`config.mk`:
```
export PLATFORM = sky130hd
export DESIGN_NAME = stop_go_keygen
export DESIGN_NICKNAME = d
export VERILOG_FILES = /design/src/rtl/sg_pkg.sv /design/src/rtl/sg_shiftreg.sv /design/src/rtl/sg_combiner.sv /design/src/rtl/stop_go_keygen.sv
export SDC_FILE = /design/constraint.sdc
export NUM_CORES = 1
export LEC_CHECK = 0
export ABC_AREA = 1
export CAP_MARGIN = 10
export CORE_MARGIN = 4
export CORE_UTILIZATION = 30
export CTS_CLUSTER_DIAMETER = 30
export DETAILED_ROUTE_END_ITERATION = 6
export GPL_ROUTABILITY_DRIVEN = 1
export MAX_ROUTING_LAYER = met4
export PLACE_DENSITY = 0.57
export SKIP_CTS_REPAIR_TIMING = 1
export SYNTH_ARGS = -nofsm -noshare
export SYNTH_HDL_FRONTEND = slang
export SYNTH_HIERARCHICAL = 1
export SYNTH_SLANG_ARGS = --single-unit
```
`constraint.sdc`:
```
create_clock -name clk -period 3 [get_ports clk]
set_input_delay 0.45 -clock clk [delete_from_list [all_inputs] [get_ports clk]]
set_output_delay 0.45 -clock clk [all_outputs]
set_load 0.02 [all_outputs]
```
`src/rtl/sg_pkg.sv`:
```
package sg_pkg;

  typedef enum logic [1:0] {
    SG_ALL_CARRY      = 2'd0,
    SG_CARRY_CTRL_ADD = 2'd1,
    SG_LINEAR_CTRL    = 2'd2
  } sg_mode_e;

  localparam int SG_TAP_LO   = 3;
  localparam int SG_CARRY_W  = 2;

  function automatic bit ctrl_is_carry(sg_mode_e m);
    return m != SG_LINEAR_CTRL;
  endfunction

  function automatic bit data_is_carry(sg_mode_e m);
    return m != SG_CARRY_CTRL_ADD;
  endfunction

  function automatic bit combine_adds(sg_mode_e m);
    return m == SG_CARRY_CTRL_ADD;
  endfunction

endpackage

```
`src/rtl/sg_shiftreg.sv`:
```
module sg_shiftreg #(
  parameter int LEN      = 17,
  parameter bit IS_CARRY = 1'b0,
  parameter int CARRY_W  = sg_pkg::SG_CARRY_W
) (
  input  logic           clk,
  input  logic           rst_n,
  input  logic           load,
  input  logic [LEN-1:0] seed,
  input  logic           step,
  output logic           out_bit
);
  localparam int TAP_LO  = sg_pkg::SG_TAP_LO;
  localparam int TAP_MID = LEN / 2;
  localparam int SUM_W   = CARRY_W + 1;

  logic [LEN-1:0]     state;
  logic [CARRY_W-1:0] carry;
  logic [SUM_W-1:0]   tap_sum;
  logic               next_bit;
  logic [CARRY_W-1:0] next_carry;

  // Parity of the tap sum equals the XOR of the taps when the carry is zero,
  // so one adder serves both register kinds.
  always_comb begin
    tap_sum = SUM_W'(state[0]) + SUM_W'(state[TAP_LO]) + SUM_W'(state[TAP_MID])
            + SUM_W'(carry);
    next_bit = tap_sum[0];
  end

  generate
    if (IS_CARRY) begin : g_carry
      assign next_carry = tap_sum[SUM_W-1:1];
    end else begin : g_linear
      assign next_carry = '0;
    end
  endgenerate

  always_ff @(posedge clk) begin
    if (!rst_n) begin
      state <= {{(LEN-1){1'b0}}, 1'b1};
      carry <= '0;
    end else if (load) begin
      state <= seed;
      carry <= '0;
    end else if (step) begin
      state <= {next_bit, state[LEN-1:1]};
      carry <= next_carry;
    end
  end

  assign out_bit = state[0];

  p_hold_when_idle_r3: assert property (@(posedge clk) disable iff (!rst_n)
    (!step && !load) |=> $stable(state) && $stable(carry));

  p_load_seed_r2: assert property (@(posedge clk) disable iff (!rst_n)
    load |=> (state == $past(seed)) && (carry == '0));

  p_carry_bound_r6: assert property (@(posedge clk) disable iff (!rst_n)
    carry <= CARRY_W'(2));

endmodule

```
`src/rtl/sg_combiner.sv`:
```
module sg_combiner #(
  parameter bit USE_ADD = 1'b0
) (
  input  logic clk,
  input  logic rst_n,
  input  logic load,
  input  logic en,
  input  logic a,
  input  logic b,
  output logic ks_bit,
  output logic ks_valid
);
  logic       c;
  logic [1:0] sum;
  logic       bit_next;
  logic       c_next;

  always_comb sum = {1'b0, a} + {1'b0, b} + {1'b0, c};

  generate
    if (USE_ADD) begin : g_add
      assign bit_next = sum[0];
      assign c_next   = sum[1];
    end else begin : g_xor
      assign bit_next = a ^ b;
      assign c_next   = 1'b0;
    end
  endgenerate

  always_ff @(posedge clk) begin
    if (!rst_n) begin
      ks_bit   <= 1'b0;
      ks_valid <= 1'b0;
      c        <= 1'b0;
    end else if (load) begin
      ks_valid <= 1'b0;
      c        <= 1'b0;
    end else if (en) begin
      ks_bit   <= bit_next;
      ks_valid <= 1'b1;
      c        <= c_next;
    end else begin
      ks_valid <= 1'b0;
    end
  end

  p_valid_after_step_r10: assert property (@(posedge clk) disable iff (!rst_n)
    (en && !load) |=> ks_valid);

  p_idle_quiet_r3: assert property (@(posedge clk) disable iff (!rst_n)
    (!en && !load) |=> !ks_valid && $stable(ks_bit) && $stable(c));

  p_load_clears_r2: assert property (@(posedge clk) disable iff (!rst_n)
    load |=> !ks_valid && !c);

endmodule

```
`src/rtl/stop_go_keygen.sv`:
```
module stop_go_keygen #(
  parameter sg_pkg::sg_mode_e MODE = sg_pkg::SG_ALL_CARRY,
  parameter int LEN_CTRL  = 17,
  parameter int LEN_LEFT  = 19,
  parameter int LEN_RIGHT = 23
) (
  input  logic                 clk,
  input  logic                 rst_n,
  input  logic                 load,
  input  logic [LEN_CTRL-1:0]  seed_ctrl,
  input  logic [LEN_LEFT-1:0]  seed_left,
  input  logic [LEN_RIGHT-1:0] seed_right,
  input  logic                 en,
  output logic                 ks_bit,
  output logic                 ks_valid
);
  localparam bit CTRL_CARRY = sg_pkg::ctrl_is_carry(MODE);
  localparam bit DATA_CARRY = sg_pkg::data_is_carry(MODE);
  localparam bit ADD_COMB   = sg_pkg::combine_adds(MODE);

  logic advance;
  logic sel;
  logic left_bit;
  logic right_bit;

  assign advance = en && !load;

  sg_shiftreg #(.LEN(LEN_CTRL), .IS_CARRY(CTRL_CARRY)) u_ctrl (
    .clk(clk), .rst_n(rst_n), .load(load), .seed(seed_ctrl),
    .step(advance), .out_bit(sel)
  );

  sg_shiftreg #(.LEN(LEN_LEFT), .IS_CARRY(DATA_CARRY)) u_left (
    .clk(clk), .rst_n(rst_n), .load(load), .seed(seed_left),
    .step(advance && sel), .out_bit(left_bit)
  );

  sg_shiftreg #(.LEN(LEN_RIGHT), .IS_CARRY(DATA_CARRY)) u_right (
    .clk(clk), .rst_n(rst_n), .load(load), .seed(seed_right),
    .step(advance && !sel), .out_bit(right_bit)
  );

  sg_combiner #(.USE_ADD(ADD_COMB)) u_comb (
    .clk(clk), .rst_n(rst_n), .load(load), .en(en),
    .a(left_bit), .b(right_bit), .ks_bit(ks_bit), .ks_valid(ks_valid)
  );

  p_reset_quiet_r1: assert property (@(posedge clk)
    !rst_n |=> !ks_valid && !ks_bit);

endmodule

```
==> results.toml <==
[run_status]
status = "completed"

[yosys]
synth_area_um2 = 3520
seq_area_frac_synth = 0.381
synthesis.nets = 619
synthesis.area_per_instance_um2 = 6.44
synth.largest_area_cell = "dfxtp_1"
ys.flop_type = "dfxtp_1"
synth_seq_cells = 67
syn_inst = 547
yosysMostFrequentCell = "nand2_1"
yosysTopAreaCellShare = 0.381
yosys_warnings = 6
yosysUniqueCellTypes = 16
synth_edf_count = 0
yosys-top-cells-count = "279 x nand2_1, 71 x inv_1, 67 x dfxtp_1, 52 x a21oi_1, 32 x nand3_1"
ys_top_cells_by_area = "dfxtp_1 38%, nand2_1 30%, inv_1 7.6%"
async_flop_share = 0

[setup_path]
worstSetupStartpointType = "input pin"
worstSetupPathType = "input pin to flip-flop"
critPathCaptureType = "flip-flop"
required_ns = 3.25
crit_arrival_ns = 2.11
crit_fanout = 14

[clock_network]
clockRootBuffer = "clkbuf_16"
numCtsBuffers = 9
cts.clk_slew.worst_paths_ns = 0.05
clk_latency_ns = 0.32
cts.path.max_buffers = 2
cts_tree = "done"
cts.sinks = 67
h-tree-depth = 3

[cells_and_area]
stdcell_count = 752
drive_gt1_frac = 0.0558
fill_cells = 1210
nNetsFinal = 676
seq_area_um2 = 1340
num_antenna_cells = 0
multi_input_area_um2 = 1700
area.growth.synth_to_final_pct = 29.3

[power_and_ir_drop]
p_per_area_nw_per_um2 = 561
ir_drop_v = 0.000289
power.leakage_nw = 2.26

[drt]
drt_iter0_drc = 166
vias = 3282
firstDrtPassIters = 5
vias_per_cell = 4.36
wl_per_cell_um = 10.9
drc = 0
wl_um = 8210
ant_nets = 0

[floorplan]
die_y_um = 116
rows = 39
core_um2 = 11500
dieArea_um2 = 13500
fp.dieW_um = 116
num_io_pins = 65
start_util = 0.307

[placement]
place_ws_ns = 0.799
dp_hpwl_um = 5720
globalplace.congestion = 0.735
placed_cells = 736
portBuffers = 64

[sta]
period_minus_slack_ns = 1.86
final-setup-viol-count = 0
fin_crit_sh = 0.621
finalWorstSetupSlack_ns = 1.14
finalMaxSlewViolations = 0
slew_headroom = 0.587
fin_skew_ns = 0.00497
hold_violations = 0
whs_ns = 0.465
finalSetupTns_ns = 0
max_freq_ghz = 0.536
worstMarginPinSlew_ns = 0.619
rsz0062_at_grt = "false"

[global_routing]
grt_pass1_vias = 3124
track_usage = 0.131
grt_pass1_wl_um = 14000
antenna_found_initial = 0
grt_max_degree = 45
overflow = 0

[flow_run]
cap_violations = 0

[hold_path]
hp-class = "flip-flop to flip-flop"
==> report_power, final <==
part	internal (mW)	switching [mW]	leakage (nW)	total, mW
Clock	0.878	0.368	0.179	1.25
Combinational	0.154	0.170	1.53	0.324
Sequential	0.949	0.0347	0.555	0.983
==> sequential cells by signal (all words and copies together) (netlist names) <==
signal,cells
u_comb/ks_bit,1
u_ctrl/state,17
u_ctrl/carry,2
u_right/carry,2
u_left/carry,2
u_right/state,23
u_left/state,19
u_comb/ks_valid,1
==> final timing paths <==
path              cells past startpoint                to  slack, ns            start
hold reg to reg                       2   u_left/state[1]       0.47  u_left/state[1]
hold / removal                        2   u_left/state[1]       0.47  u_left/state[1]
setup / recovery                      8  u_right/state[9]       1.14               en
setup reg to reg                      5   u_ctrl/carry[0]       1.18  u_ctrl/state[0]
==> layout by cell type, fill, tap and decap left out, drive strengths merged <==
master,instances
ha,3
clkdlybuf4s50,63
bufinv,3
buf,9
nand3,32
fa,6
clkinv,1
clkbuf,12
a21oi,53
nand2,280
inv,74
dfxtp,67
nor2,6
==> metal layers <==
metal | vias to the layer above | GRT usage | share of wire
met3 | 6 | 0.0223 | 0.049
li1 | 1762 | - | -
met5 | - | - | 0
met2 | 60 | 0.206 | 0.45
met4 | 0 | 0.0510 | 0.014
met1 | 1454 | 0.168 | 0.48
==> critical path: stages <==
cell and delay, ns:
clkdlybuf4s50_1 0.52, nand2_2 0.09, nor2_2 0.43, buf_4 0.30
nand2_1 0.07, nand2_1 0.06, nand2_1 0.06, a21oi_1 0.12
==> metrics by stage <==
stage / power [mW] / cell area [um2] / utilization
after detailed placement: 1.33 / 4190 / 0.365
final: 2.55 / 4550 / 0.397
after CTS: 2.59 / 4550 / 0.397
after global placement: 1.32 / 4190 / 0.365
after floorplan: 1.20 / 3520 / -
after global routing: 2.68 / 4550 / 0.397
==> final cells by class <==
type,count,share of cell area
Clock buffer,12,0.0585
Clock inverter,4,0.0209
Inverter,74,0.0610
Multi-Input combinational cell,380,0.373
Sequential cell,67,0.295
Tap cell,143,0.0393
Timing Repair Buffer,72,0.153
==> kinds of logic (layout without fill, tap and decap cells) <==
logic type / Yosys count / in the layout / share of synthesized area
compound gates: 53 / 53 / 0.0764
fa+ha+maj: 9 / 9 / 0.0448
buf+inv: 100 / 162 / 0.138
flops: 67 / 67 / 0.381
simple gates: 318 / 318 / 0.360
(Power assumes the default switching activity.)
